## config.mk

```make
export PLATFORM = sky130hd
export DESIGN_NAME = ppair_top
export DESIGN_NICKNAME = d
export VERILOG_FILES = /design/src/rtl/ppair_pkg.sv /design/src/rtl/ppair_ctrl.sv /design/src/rtl/ppair_dp.sv /design/src/rtl/ppair_top.sv
export SDC_FILE = /design/constraint.sdc
export NUM_CORES = 1
export LEC_CHECK = 0
export ABC_AREA = 1
export BUFFER_PORTS_ARGS = -buffer_cell sky130_fd_sc_hd__clkbuf_2
export CAP_MARGIN = 20
export CORE_MARGIN = 2
export CORE_UTILIZATION = 58
export CTS_BUF_LIST = sky130_fd_sc_hd__clkbuf_8
export DETAILED_ROUTE_END_ITERATION = 8
export PLACE_DENSITY_LB_ADDON = 0.15
export SLEW_MARGIN = 20
export SYNTH_ARGS = -nofsm -noshare
export SYNTH_HDL_FRONTEND = slang
export SYNTH_HIERARCHICAL = 1
export SYNTH_SLANG_ARGS = --single-unit
```

## constraint.sdc

```tcl
create_clock -name clk -period 4.3 [get_ports clk]
set_input_delay 1.075 -clock clk [delete_from_list [all_inputs] [get_ports clk]]
set_output_delay 1.075 -clock clk [all_outputs]
set_load 0.1 [all_outputs]
```

## src/rtl/ppair_pkg.sv

```systemverilog
package ppair_pkg;
  typedef enum logic [1:0] {BUS_IDLE, BUS_ADDR, BUS_DATA} busPhase_t;

  typedef struct packed {
    logic edgeRise;
    logic strbInv;
    logic hsEn;
    logic strobedEn;
  } portCfg_t;

  typedef struct packed {
    logic wrHi;
    logic wrLo;
    logic wrDdr;
    logic wrCfg;
    logic rdLatch;
    logic capture;
    logic fireStrb;
    logic busLoad;
    logic busCapture;
  } ctrlStrb_t;
endpackage

```

## src/rtl/ppair_ctrl.sv

```systemverilog
module ppair_ctrl
  import ppair_pkg::*;
(
  input  logic      clk,
  input  logic      rstN,
  input  logic      expMode,
  input  logic [1:0] regSel,
  input  logic      regWr,
  input  logic      regRd,
  input  logic      busStart,
  input  logic      stra,
  input  portCfg_t  cfg,
  output ctrlStrb_t st,
  output busPhase_t phase
);
  logic straQ;
  logic straEdge;

  always_ff @(posedge clk) begin
    if (!rstN) begin
      straQ <= 1'b0;
      phase <= BUS_IDLE;
    end else begin
      straQ <= stra;
      if (!expMode) phase <= BUS_IDLE;
      else begin
        unique case (phase)
          BUS_IDLE: if (busStart) phase <= BUS_ADDR;
          BUS_ADDR: phase <= BUS_DATA;
          default:  phase <= BUS_IDLE;
        endcase
      end
    end
  end

  assign straEdge = cfg.edgeRise ? (stra & ~straQ) : (~stra & straQ);

  always_comb begin
    st = '0;
    st.wrHi       = regWr && regSel == 2'd0 && !expMode;
    st.wrLo       = regWr && regSel == 2'd1;
    st.wrDdr      = regWr && regSel == 2'd2;
    st.wrCfg      = regWr && regSel == 2'd3;
    st.rdLatch    = regRd && regSel == 2'd1 && cfg.hsEn && !expMode;
    st.capture    = straEdge && cfg.hsEn && !expMode;
    st.fireStrb   = (st.wrHi && cfg.strobedEn) || st.rdLatch;
    st.busLoad    = expMode && phase == BUS_IDLE && busStart;
    st.busCapture = expMode && phase == BUS_DATA;
  end
endmodule

```

## src/rtl/ppair_dp.sv

```systemverilog
module ppair_dp
  import ppair_pkg::*;
#(
  parameter int W = 8
) (
  input  logic          clk,
  input  logic          rstN,
  input  logic          expMode,
  input  ctrlStrb_t     st,
  input  busPhase_t     phase,
  input  logic [1:0]    regSel,
  input  logic [W-1:0]  regWdata,
  output logic [W-1:0]  regRdata,
  input  logic          busRnW,
  input  logic [2*W-1:0] busAddr,
  input  logic [W-1:0]  busWdata,
  output logic [W-1:0]  busRdata,
  output logic          addrStrobe,
  output logic [W-1:0]  hiOut,
  output logic [W-1:0]  hiOe,
  input  logic [W-1:0]  loIn,
  output logic [W-1:0]  loOut,
  output logic [W-1:0]  loOe,
  output logic          strb,
  output portCfg_t      cfg
);
  localparam int AW   = 2 * W;
  localparam int PADW = W - 5;

  logic [W-1:0]  hiReg, loReg, ddrReg, latchQ, busWdQ, busRdQ;
  logic [AW-1:0] busAddrQ;
  logic          busRnwQ, flagQ, strbQ;
  portCfg_t      cfgQ;

  always_ff @(posedge clk) begin
    if (!rstN) begin
      hiReg <= '0; loReg <= '0; ddrReg <= '0; latchQ <= '0;
      busWdQ <= '0; busRdQ <= '0; busAddrQ <= '0;
      busRnwQ <= 1'b0; flagQ <= 1'b0; strbQ <= 1'b0; cfgQ <= '0;
    end else begin
      if (st.wrHi)  hiReg  <= regWdata;
      if (st.wrLo)  loReg  <= regWdata;
      if (st.wrDdr) ddrReg <= regWdata;
      if (st.wrCfg) cfgQ   <= portCfg_t'(regWdata[3:0]);
      if (st.capture) begin
        latchQ <= loIn;
        flagQ  <= 1'b1;
      end else if (st.rdLatch) flagQ <= 1'b0;
      strbQ <= st.fireStrb;
      if (st.busLoad) begin
        busAddrQ <= busAddr;
        busWdQ   <= busWdata;
        busRnwQ  <= busRnW;
      end
      if (st.busCapture && busRnwQ) busRdQ <= loIn;
    end
  end

  assign cfg        = cfgQ;
  assign strb       = strbQ ^ cfgQ.strbInv;
  assign busRdata   = busRdQ;
  assign hiOe       = '1;
  assign hiOut      = expMode ? busAddrQ[AW-1:W] : hiReg;
  assign addrStrobe = expMode && phase == BUS_ADDR;

  always_comb begin
    if (!expMode) begin
      loOut = loReg;
      loOe  = ddrReg;
    end else if (phase == BUS_ADDR) begin
      loOut = busAddrQ[W-1:0];
      loOe  = '1;
    end else if (phase == BUS_DATA) begin
      loOut = busWdQ;
      loOe  = busRnwQ ? '0 : '1;
    end else begin
      loOut = '0;
      loOe  = '0;
    end
  end

  always_comb begin
    unique case (regSel)
      2'd0: regRdata = hiReg;
      2'd1: regRdata = cfgQ.hsEn ? latchQ : ((loIn & ~ddrReg) | (loReg & ddrReg));
      2'd2: regRdata = ddrReg;
      default: regRdata = {flagQ, {PADW{1'b0}}, cfgQ};
    endcase
  end
endmodule

```

## src/rtl/ppair_top.sv

```systemverilog
module ppair_top
  import ppair_pkg::*;
#(
  parameter int W = 8
) (
  input  logic           clk,
  input  logic           rstN,
  input  logic           expMode,
  input  logic [1:0]     regSel,
  input  logic           regWr,
  input  logic           regRd,
  input  logic [W-1:0]   regWdata,
  output logic [W-1:0]   regRdata,
  input  logic           busStart,
  input  logic           busRnW,
  input  logic [2*W-1:0] busAddr,
  input  logic [W-1:0]   busWdata,
  output logic [W-1:0]   busRdata,
  output logic           addrStrobe,
  output logic [W-1:0]   hiOut,
  output logic [W-1:0]   hiOe,
  input  logic [W-1:0]   loIn,
  output logic [W-1:0]   loOut,
  output logic [W-1:0]   loOe,
  input  logic           stra,
  output logic           strb
);
  ctrlStrb_t stW;
  busPhase_t phaseW;
  portCfg_t  cfgW;

  ppair_ctrl ctrl_i (
    .clk(clk), .rstN(rstN), .expMode(expMode), .regSel(regSel),
    .regWr(regWr), .regRd(regRd), .busStart(busStart), .stra(stra),
    .cfg(cfgW), .st(stW), .phase(phaseW)
  );

  ppair_dp #(.W(W)) dp_i (
    .clk(clk), .rstN(rstN), .expMode(expMode), .st(stW), .phase(phaseW),
    .regSel(regSel), .regWdata(regWdata), .regRdata(regRdata),
    .busRnW(busRnW), .busAddr(busAddr), .busWdata(busWdata),
    .busRdata(busRdata), .addrStrobe(addrStrobe), .hiOut(hiOut),
    .hiOe(hiOe), .loIn(loIn), .loOut(loOut), .loOe(loOe), .strb(strb),
    .cfg(cfgW)
  );
endmodule

```

# == After elaboration in Yosys (flattened, before gate mapping) ==
# Cells that the tools add are included.
# totals
inputBits,50
romBits,0
mem_count,0
ramBits,0
regBits,74
out_inout_bits,50
latch_bits,0
# classes
n_reduce_logical,22
magnitude_cmp,0
bitwise_logic,9
n_eq_ne,6
mux,15
div,0
addsub,0
n_mul,0
shift,0
# op_table
cell,count
2-to-1 mux 8 bit,9
case mux 8 bit (3 select lines),1
AND 8 bit,2
logical AND 1 bit,16
inverter 8 bit,1
OR 8 bit,1
"== test 2 bit, second input constant",3
"== test 2 x 1 -> 1 bit, second input constant",2
logical NOT 2 bit,2
case mux 2 bit (2 select lines),1
2-to-1 mux 1 bit,3
AND 1 bit,2
2-to-1 mux 2 bit,1
"!= test 2 bit, second input constant",1
inverter 1 bit,2
AND reduction 2 bit,1
nonzero test 2 bit,1
logical NOT 1 bit,1
logical OR 1 bit,1
bitwise XOR 1 bit,1

# == Longest topological paths before layout ==
# Gate-level depths: netlist (run 1).
# logic_depth
word_depth,6
mapped_depth,8

# == Modules after synthesis ==
# Netlist (run 1), hierarchy kept.
# modules_own_cells
mod,instances,area_each_um2,cells_each
ppair_dp,1,3223.1,481
ppair_ctrl,1,216.5,39

# == Least setup slack after synthesis (run 1) ==
# OpenSTA, ideal clock, no wires.
# synth_timing
path_type,input port to output port
startpoint,input port expMode
endpoint,output port loOut[0]
path_buffers,1
path_slack_ns,0.153
required_time_ns,3.225
t_arrival_ns,3.072
path_stages,5
path_cell_list,buf_6 -> nand2_2 -> nor2_2 -> nand2_1 -> nand3_1
# synth_via
elab_chain_cells,1
# synth_rtl
element,line,source
from (decl),ppair_top.sv:8,"input logic expMode,"
2-to-1 mux 8 bit,ppair_dp.sv:67,if (!expMode) begin
to (decl),ppair_top.sv:23,"output logic [W-1:0] loOut,"
# No other way between the ends.

# == Worst setup path after layout (run 1) ==
# layout_timing
startpoint,input port expMode
endpoint,output port loOe[7]
# layout_via
elab_chain_cells,1
# layout_rtl
element,line,source
2-to-1 mux 8 bit,ppair_dp.sv:67,
to (decl),ppair_top.sv:24,"output logic [W-1:0] loOe,"
# No other way between the ends.

==> metrics, run 1 <==
Reg power frac=47.8%; cell total after placement=between 600 and 700; Tmin final=around 3.8 ns; P&R area growth vs syn=17.6%; post-synth top area share=43.1%; Iter 0 DRT Violations=around 290; layout cells sized above 1=about a fifth; GRT Total Usage=~29%; first-pass GRT wire length=14400 um; Worst-Margin Slew=~1.0 ns; setup violators final=0; antenna violations before repair=0; depth of the worst register-to-register path=6; met3 usage=4.44%; Mean Syn Cell Area=roughly 6.6 um^2; hold path depth=2; WL per Instance=between 10 and 15 um; DP HPWL=6590 um; Hold Path Class=register to register; worst setup path startpoint=expMode; met2 Use GR=a little under half; CP required=about 3.2 ns; worst r2r src=dp_i/cfg[1]; Die Wd=slightly above 80 um; Non-Filler Instances=just under 700; vias=around 3600; Port Buffers=between 90 and 100; Slew Limit Fails=0; WS Path Type=primary input to output port; # nets final=between 600 and 700; Arr. time, crit path=about 2.8 ns; Max Clock Freq=260 MHz; status=complete, no violations; GR peak layer=met2; period utilization=89.3%; Post-CTS Setup Inserts=0; peak supply drop=between 0.2 and 0.25 mV; Post-synth EDFFs=0; routability cong.=approximately 0.9; Root Buffer=clkbuf_8; pin count of the biggest net entering global routing=between 70 and 80; gr ovfl total=0; static leakage=~2.1 nW; H-tree lvl count=3; Synth cell types=26; RSZ-0062 raised after global routing=no; Gate power share=a little over a fifth; CP Launch Type=primary input; Die H=approximately 81 um; vias in the first global route=approximately 3100; fillers=550; Initial Util=59.1%; CTS Sinks=74; Clock power frac=between 30% and 40%; # diodes=0; Worst Min Path Start=dp_i/busRdata[4]; Power Total=1.54 mW; Mapped Cells=520; sw frac=35.4%; final WL=9180 um; Int Pwr=about 1000 uW; clk buf depth=2; power per cell area=around 380 nW/um^2; drt pass-1 iters=5; Area contributors post-synth=dfxtp_1 (43%), nor2_1 (16%), nand2_1 (12%), o21ai_0 (10%), inv_1 (3.1%); Synth warnings=6; hold-fix buffers at CTS=0; Fin Setup TNS=0 ns; Post-route DRC=0; Resize count post-CTS=0; biggest area consumer among synthesized cells=dfxtp_1; Hold Vio Cnt, Final=0; row count=28; Seq cells post-synth=74; area of the die=roughly 6600 um^2; Core Area=between 5000 and 6000 um^2; sequential area share after synthesis=43.1%; P_sw=between 500 and 600 uW; CTS tree=built; Critical Path Sink Type=output port; Async S/R FF share, synth=0%; synthesized cell area=between 3000 and 4000 um^2; IO Count=100; cts bufs inserted=9; grt met1 use=38.8%; Slew Limit Headroom=~30%; post-route ant nets=0; routed vias/inst=between 5 and 6; clk_skew=between 0.005 and 0.006 ns; Synth Flop Type=dfxtp_1; clk slew on worst S/H paths=0.07 ns; max cap viols=0; CP max FO=25; Clk Latency, worst-skew pair=between 0.3 and 0.4 ns
-- layout by cell type, fill, tap and decap left out --
master | synthesis | layout
a21boi_0 | 1 | 1
a21oi_1 | 9 | 9
buf_2 | 2 | 1
buf_4 | 8 | 1
clkbuf_2 | 0 | 90
clkbuf_8 | 0 | 10
clkinv_1 | 1 | 1
clkinv_2 | 0 | 3
conb_1 | 1 | 8
dfxtp_1 | 74 | 74
inv_1 | 28 | 31
inv_2 | 3 | 3
inv_4 | 2 | 2
nand2_1 | 114 | 114
nand2_2 | 2 | 2
nand3_1 | 21 | 21
nand3_2 | 8 | 8
nand4_1 | 5 | 5
nor2_1 | 146 | 146
nor2_2 | 1 | 1
nor2_4 | 1 | 1
nor3_1 | 5 | 5
nor3_2 | 2 | 2
o21ai_0 | 69 | 69
or2_1 | 1 | 1
xor2_1 | 1 | 1
-- Yosys cell counts (3+ instances only) --
cell,count
inv_1,28
nand2_1,114
nor3_1,5
nand4_1,5
inv_2,3
a21oi_1,9
buf_4,8
dfxtp_1,74
nand3_2,8
nand3_1,21
nor2_1,146
clkbuf_1,11
o21ai_0,69
-- power groups by stage --
| stage | clock, mW | sequential (mW) | combinational [mW] |
|---|---|---|---|
| after floorplan | 0 | 0.747 | 0.272 |
| after global placement | 0 | 0.751 | 0.333 |
| after detailed placement | 0 | 0.751 | 0.336 |
| after CTS | 0.470 | 0.736 | 0.338 |
| after global routing | 0.501 | 0.740 | 0.363 |
| final | 0.466 | 0.736 | 0.339 |
-- worst max-delay path, cell delays in order --
cell      delay [ns]
clkbuf_2        0.29
inv_4           0.19
nor2_4          0.12
nand2_2         0.06
or2_1           0.41
nand3_2         0.15
clkbuf_2        0.46
-- metrics by stage --
stage | setup slack, ns | util (%) | cell area [um^2] | hold WS [ns]
floorplan | 0.153 | - | 3470 | 0.448
global placement | 0.525 | 66.7 | 3880 | 0.461
detailed placement | 0.494 | 66.7 | 3880 | 0.473
CTS | 0.485 | 69.6 | 4050 | 0.490
global route | 0.372 | 69.6 | 4050 | 0.518
finish | 0.459 | 69.6 | 4050 | 0.486
-- sequential cells by signal (all words and copies together) (netlist names) --
signal and flops:
dp_i/busAddrQ 16, dp_i/busRdata 8, dp_i/busWdQ 8, dp_i/ddrReg 8
dp_i/hiReg 8, dp_i/latchQ 8, dp_i/loReg 8, dp_i/cfg 4
ctrl_i/phase 2, ctrl_i/straQ 1, dp_i/busRnwQ 1, dp_i/flagQ 1
dp_i/strbQ 1
-- final cells by class --
cell class                      count  area (um^2)  area share [%]
Clock inverter                      6         26.3           0.650
Tap cell                           75         93.8            2.32
Sequential cell                    74         1480            36.6
Timing Repair Buffer               92          463            11.4
Inverter                           34          133            3.28
Clock buffer                       10          138            3.40
Multi-Input combinational cell    394         1710            42.3
-- logic make-up (layout without fill, tap and decap cells) --
group / Yosys count / count (layout) / synth area share, %
buffers and inverters: 59 / 142 / 7.97
and+or+nand+nor: 306 / 306 / 37.0
xor gates and xnor gates: 1 / 1 / 0.255
DFF: 74 / 74 / 43.1
other: 1 / 8 / 0.109
AOI/OAI and AO/OA: 79 / 79 / 11.6
-- metal layers --
metal  vias to the layer above  wire [um]
met5                         -          0
met4                         0        195
met3                        15        565
met2                       138       4280
met1                      1617       4150
li1                       1798          -
-- worst paths after layout --
path / endpoint / slack, ns
max: loOe[7] / 0.46
min: dp_i/busRdata[4] / 0.49
max reg2reg: dp_i/flagQ / 2.54
min reg2reg: dp_i/busRdata[4] / 0.49
No activity file was read; power rests on OpenSTA's default activity.
==> run 2: changes to the inputs <==
CORE_MARGIN = 4   (was 2)
SYNTH_HIERARCHICAL = unset   (was 1)
==> run 2 against run 1 <==
Synthesized area grew 2.1%. Setup slack better by 0.44 ns. Core utilization increased by 1.5 points. Largest cell class unchanged. Critical path type unchanged. First-iteration DRC count increased by 0.35%. Count of clock-buffer cells in the layout unchanged. Critical endpoint is now loOut[0]. Maximum frequency increased by 13%. Via count down 2.6%.
==> metrics, run 2 <==
status=complete, no violations; setup violators final=0 (unchanged); Fin Setup TNS=0 ns (unchanged); antenna violations before repair=0 (unchanged); Iter 0 DRT Violations=287 (+0.35%); Root Buffer=clkbuf_8; Tmin final=3.40 ns (-0.436 ns); hold endpoint=dp_i.busRdata[0]; CP Launch Type=primary input; synthesized cell area=3510 um^2 (+2.1%); Die Wd=85.8 um (+5.9%); Worst Min Path Start=dp_i.busRdata[0]; routability cong.=0.874 (-4.9%); row count=28 (unchanged); Clock power frac=37.4% (+7.2 points); Critical Path Sink Type=output port; RSZ-0062 raised after global routing=no; drt pass-1 iters=7 (+2); Simple-Gate Fraction of Synth Area=26.3% (-11 points); sequential area share after synthesis=42.2% (-0.89 points); Post-CTS Setup Inserts=0 (unchanged); Gate power share=20.3% (-1.7 points); Critical-path top delay cell=clkbuf_2; static leakage=1.85 nW (-12%); Mean Syn Cell Area=7.05 um^2 (+6.6%); DP HPWL=6690 um (+1.5%); Int Pwr=1.18 mW (+19%); worst path cell trace=clkbuf_2 -> inv_2 -> nor2_4 -> nand2_1 -> o211ai_1 -> clkbuf_2; Slew Limit Headroom=63.6% (+33 points); max cap viols=0 (unchanged); main combinational cell family by area after synthesis=simple AND/OR/NAND/NOR gates; most frequent cells in the layout=nand2_1 (97), clkbuf_2 (83), dfxtp_1 (74); pin count of the biggest net entering global routing=38 (-49%); sw frac=32.0% (-3.4 points); first-pass GRT wire length=14900 um (+3.8%); commonest cells in the synthesized netlist=nand2_1 (97), dfxtp_1 (74), o21ai_0 (67); area of the die=7360 um^2 (+12%); XOR/XNOR share of the synthesized area=0.249% (-0.0053 points); worst hold slack=0.464 ns (-0.0214 ns); Resize count post-CTS=0 (unchanged); area post-placement=3940 um^2 (+1.5%); Synth warnings=0 (-6); power per cell area=416 nW/um^2 (+9.2%); CP max FO=17 (-32%); RR Endpoint=dp_i.latchQ[6]; WL per Instance=13.7 um (+2.4%); Max Clock Freq=294 MHz (+13%); clk slew on worst S/H paths=0.08 ns (about the same); layout cells sized above 1=22.7% (+2.4 points); Synth Flop Type=dfxtp_1; Synth cell types=30 (+15%); clk_skew=0.00552 ns (+0.000426 ns); CTS tree=built; most frequent cell after synthesis=nand2_1; Hold Vio Cnt, Final=0 (unchanged); Seq cells post-synth=74 (unchanged); most frequent CP cell=clkbuf_2; Async S/R FF share, synth=0% (unchanged); cts bufs inserted=9 (unchanged); Largest register FFs=16 (unchanged); Worst R2R Setup Slack=2.75 ns (+0.21 ns); multiplexer share of the synthesized area=0% (unchanged); post-route ant nets=0 (unchanged); depth of the worst register-to-register path=6 (unchanged); Power Total=1.74 mW (+13%); routed vias/inst=5.27 (+1.1%); Core Area=5890 um^2 (+1.2%); IO Count=100 (unchanged); P_sw=556 uW (+1.9%); vias=3476 (-2.6%); Worst-Margin Slew=0.549 ns (-0.497 ns); H-tree lvl count=3 (unchanged); Clk Latency, worst-skew pair=0.34 ns (about the same); most common cell after layout, fill and taps aside=nand2_1; Largest Register=dp_i.busAddrQ; Area contributors post-synth=dfxtp_1 (42%), nand2_1 (10%), o21ai_0 (9.5%), a21oi_1 (6.6%), nor2_1 (6.4%); gr ovfl total=0 (unchanged); CP required=3.22 ns (about the same); Mapped Cells=498 (-4.2%); worst r2r src=dp_i.cfg[1]; vias in the first global route=3200 (+4.2%); Compound-Gate Fraction of Synth Area=19.2% (+7.7 points); clk buf depth=2 (unchanged); final WL=9060 um (-1.4%); Arr. time, crit path=2.33 ns (-0.44 ns); CP max stage delay=0.49 ns (+0.03 ns); peak supply drop=0.294 mV (+32%); # diodes=0 (unchanged); hold-fix buffers at CTS=0 (unchanged); Post-route DRC=0 (unchanged); period utilization=79.2% (-10 points); post-synth top area share=42.2% (-0.89 points); GRT Total Usage=25.3% (-3.7 points); Die H=85.8 um (+5.9%); Initial Util=59.7% (+0.53 points); Final Instance Area=4180 um^2 (+3.3%); # nets final=631 (-3.7%); Post-synth EDFFs=0 (unchanged); CTS Sinks=74 (unchanged); hold path depth=2 (unchanged); Synth Area in Adders=0% (unchanged); WS Path Type=primary input to output port; Hold Path Class=register to register; Reg power frac=42.3% (-5.5 points); P&R area growth vs syn=19.0%; Slew Limit Fails=0 (unchanged); Port Buffers=91 (unchanged); biggest area consumer among synthesized cells=dfxtp_1
==> run 2: cell count changes after synthesis, moves of 8 or more <==
cell | previous run | this run
nor2_1 | 146 | 60
inv_1 | 28 | 53
nand2_1 | 114 | 97
nand4_1 | 5 | 13
o211ai_1 | 0 | 8
a21oi_1 | 9 | 46
==> run 2: how the worst max path moves through the flow <==
stage	to	slack, ns	start	depth (start not counted)
after floorplan	hiOut[1]	-0.32	expMode	3
after global placement	loOut[0]	0.97	expMode	6
after detailed placement	loOut[0]	0.90	expMode	6
after CTS	loOut[0]	0.90	expMode	6
after global routing	loOut[0]	0.80	expMode	6
final	loOut[0]	0.90	expMode	6
==> run 2: cell families after synthesis <==
logic type / after synthesis
XOR/XNOR: 1
other: 1
AND/OR/NAND/NOR: 205
AO/OA/AOI/OAI: 128
flip-flops: 74
buffers and inverters: 89
==> run 2: per-stage QoR <==
step | worst slack [ns] | cells | utilization, %
after floorplan | -0.320 | 505 | -
after global placement | 0.973 | 645 | 66.9
final | 0.896 | 660 | 71.0
after CTS | 0.901 | 660 | 71.0
after global routing | 0.797 | 660 | 71.0
after detailed placement | 0.903 | 645 | 66.9
==> run 2: critical path: cells and delay by family <==
family	cells	cell delay, ns
AOI/OAI and AO/OA	1	0.13
buffers and inverters	3	0.66
and+or+nand+nor	2	0.47
==> run 2: metal layers <==
metal	vias up	track usage (%)	routed length [um]
met4	0	12.5	272
li1	1766	-	-
met1	1535	33.7	3970
met3	23	4.03	683
met5	-	0	0
met2	152	40.0	4130
==> run 2: cell type report <==
class,instances,area [um^2]
Timing Repair Buffer,94,498
Multi-Input combinational cell,342,1640
Fill cell,534,1710
Inverter,60,229
Tap cell,75,93.8
Clock inverter,5,103
Sequential cell,74,1480
Clock buffer,10,138
==> run 2: power by group through the flow <==
stage               clock [mW]  combinational (mW)  sequential, mW
floorplan                    0               0.286           0.745
global placement             0               0.348           0.750
detailed placement           0               0.351           0.752
CTS                      0.656               0.353           0.736
global route             0.681               0.377           0.740
finish                   0.650               0.353           0.736
==> run 3: changes to the inputs <==
CORE_UTILIZATION = 54   (was 58)
clock period = 3.4 ns   (was 4.3 ns; I/O delays follow)
==> run 3 against run 2 <==
Total power is 31% higher. Count of clock-buffer cells in the layout stayed put. Combinational power is 46% higher. Largest cell class unchanged. Final cell count rose by 0.45%. Clock skew up 0.0059 ns. Setup slack worse by 0.41 ns. Critical endpoint is now regRdata[5]. Core utilization is 2.4 points higher. Routed wire length grew 4.9%. Sequential power is 26% higher. Non-clock buffer count grew 1. Highest routed layer unchanged.
==> metrics, run 3 (same netlist as run 2, synthesis figures left out) <==
gr ovfl total=0 (unchanged); Hold Path Class=register to register; Final Instance Area=4660 um^2 (+12%); Root Buffer=clkbuf_8; hold-fix buffers at CTS=0 (unchanged); Non-Filler Instances=663 (+0.45%); CP required=2.55 ns (-0.67 ns); DP HPWL=7140 um (+6.7%); CTS Sinks=74 (unchanged); most common cell after layout, fill and taps aside=nand2_1; Max Clock Freq=~340 MHz; GRT Total Usage=25.7% (+0.39 points); WS Path Type=primary input to output port; Slew Limit Headroom=63.9% (+0.34 points); Initial Util=55.3% (-4.4 points); worst r2r src=ctrl_i.phase[1]; Clk Latency, worst-skew pair=0.36 ns (+0.02 ns); drt pass-1 iters=5 (-2); fillers=527 (-1.3%); Die Wd=88.6 um (+3.3%); hold path depth=2 (unchanged); row count=29 (+3.6%); H-tree lvl count=3 (unchanged); Iter 0 DRT Violations=233 (-19%); P&R area growth vs syn=32.7%; status=complete, no violations; Post-route DRC=0 (unchanged); vias in the first global route=3295 (+3.0%); power per cell area=488 nW/um^2 (+17%); post-route ant nets=0 (unchanged); period utilization=between 80% and 90%; clk buf depth=2 (unchanged); Resize count post-CTS=0 (unchanged); hold endpoint=dp_i.busRdata[4]; depth of the worst register-to-register path=5 (-1); most frequent cells in the layout=nand2_1 (97), dfxtp_1 (74), clkbuf_2 (66); CTS tree=built; routability cong.=0.903 (+3.4%); max cap viols=0 (unchanged); IO Count=100 (unchanged); area of the die=7860 um^2 (+6.7%); peak supply drop=0.330 mV (+12%); clk_skew=0.0114 ns (+0.00593 ns); antenna violations before repair=0 (unchanged); Power Total=2.28 mW (+31%); static leakage=1.98 nW (+6.9%); pin count of the biggest net entering global routing=32 (-16%); area post-placement=4420 um^2 (+12%); Slew Limit Fails=0 (unchanged); final WL=9510 um (+4.9%); RR Endpoint=dp_i.busAddrQ[3]; vias=3515 (+1.1%); Port Buffers=91 (unchanged); WL per Instance=14.3 um (+4.4%); Post-CTS Setup Inserts=0 (unchanged); Core Area=6350 um^2 (+7.9%); setup violators final=0 (unchanged); Critical Path Sink Type=output port; layout cells sized above 1=25.1% (+2.4 points); Worst Min Path Start=dp_i.busRdata[4]; Die H=88.6 um (+3.3%); Largest Register=dp_i.busAddrQ; Largest register FFs=16 (unchanged); Worst-Margin Slew=0.540 ns (-0.00873 ns); first-pass GRT wire length=15600 um (+4.4%); Hold Vio Cnt, Final=0 (unchanged); CP Launch Type=primary input; RSZ-0062 raised after global routing=no; worst hold slack=0.465 ns (+0.000289 ns); routed vias/inst=5.30 (+0.66%); cts bufs inserted=9 (unchanged); fin util=73.4% (+2.4 points); Worst R2R Setup Slack=1.77 ns (-0.98 ns); cell total after placement=648 (+0.47%); CP max FO=9 (-8); Arr. time, crit path=2.07 ns (-0.26 ns); clk slew on worst S/H paths=0.08 ns (about the same); # diodes=0 (unchanged); Tmin final=a little under 3 ns; # nets final=632 (+0.16%)
[run 3: cell types whose count changed in the layout (fill, tap and decap cells not counted), moves of 2 or more]
cell      previous run  this run
buf_12               0        25
clkbuf_2            83        66
o21ai_0             64        53
o21ai_4              0         8
buf_4               11         4
o21ai_2              4         9
o21ai_1              6         4
[run 3: worst max-delay path by stage]
stage	start	endpoint	cells past startpoint
6_report	regSel[1]	regRdata[5]	7
4_1_cts	regSel[1]	regRdata[5]	7
3_3_place_gp	regSel[1]	regRdata[6]	7
5_1_grt	regSel[1]	regRdata[5]	7
2_1_floorplan	expMode	hiOut[0]	2
3_5_place_dp	regSel[1]	regRdata[5]	7
[run 3: power breakdown]
part           internal (mW)  switching, mW  leakage [nW]
clock                  0.502          0.327         0.118
sequential             0.905         0.0262         0.604
combinational          0.141          0.377          1.26
[run 3: final cells by class]
type / count / area (um^2) / share of cell area (%)
clock inverter: 5 / 103 / 2.20
inverter: 60 / 231 / 4.97
clock buffer: 10 / 138 / 2.95
multi-input combinational: 342 / 1750 / 37.6
tap: 77 / 96.3 / 2.07
timing repair buffer: 95 / 861 / 18.5
sequential: 74 / 1480 / 31.8
[run 3: metrics by stage]
step	worst slack (ns)	TNS, ns
finish	0.483	0
global placement	0.590	0
CTS	0.508	0
detailed placement	0.508	0
floorplan	-0.543	-4.56
global route	0.448	0
[run 3: metal layers]
layer / vias to the layer above / GRT usage [%] / part of all wire, %
met4: 0 / 12.0 / 1.9
met1: 1570 / 34.1 / 43
met3: 16 / 4.28 / 8.8
met2: 164 / 40.9 / 47
li1: 1765 / - / -
met5: - / 0 / 0
[run 3: critical path: stages]
cell	delay [ns]
clkbuf_2	0.12
inv_2	0.11
nand2_4	0.11
a21oi_1	0.17
o21ai_0	0.12
nand3_1	0.12
clkbuf_2	0.47
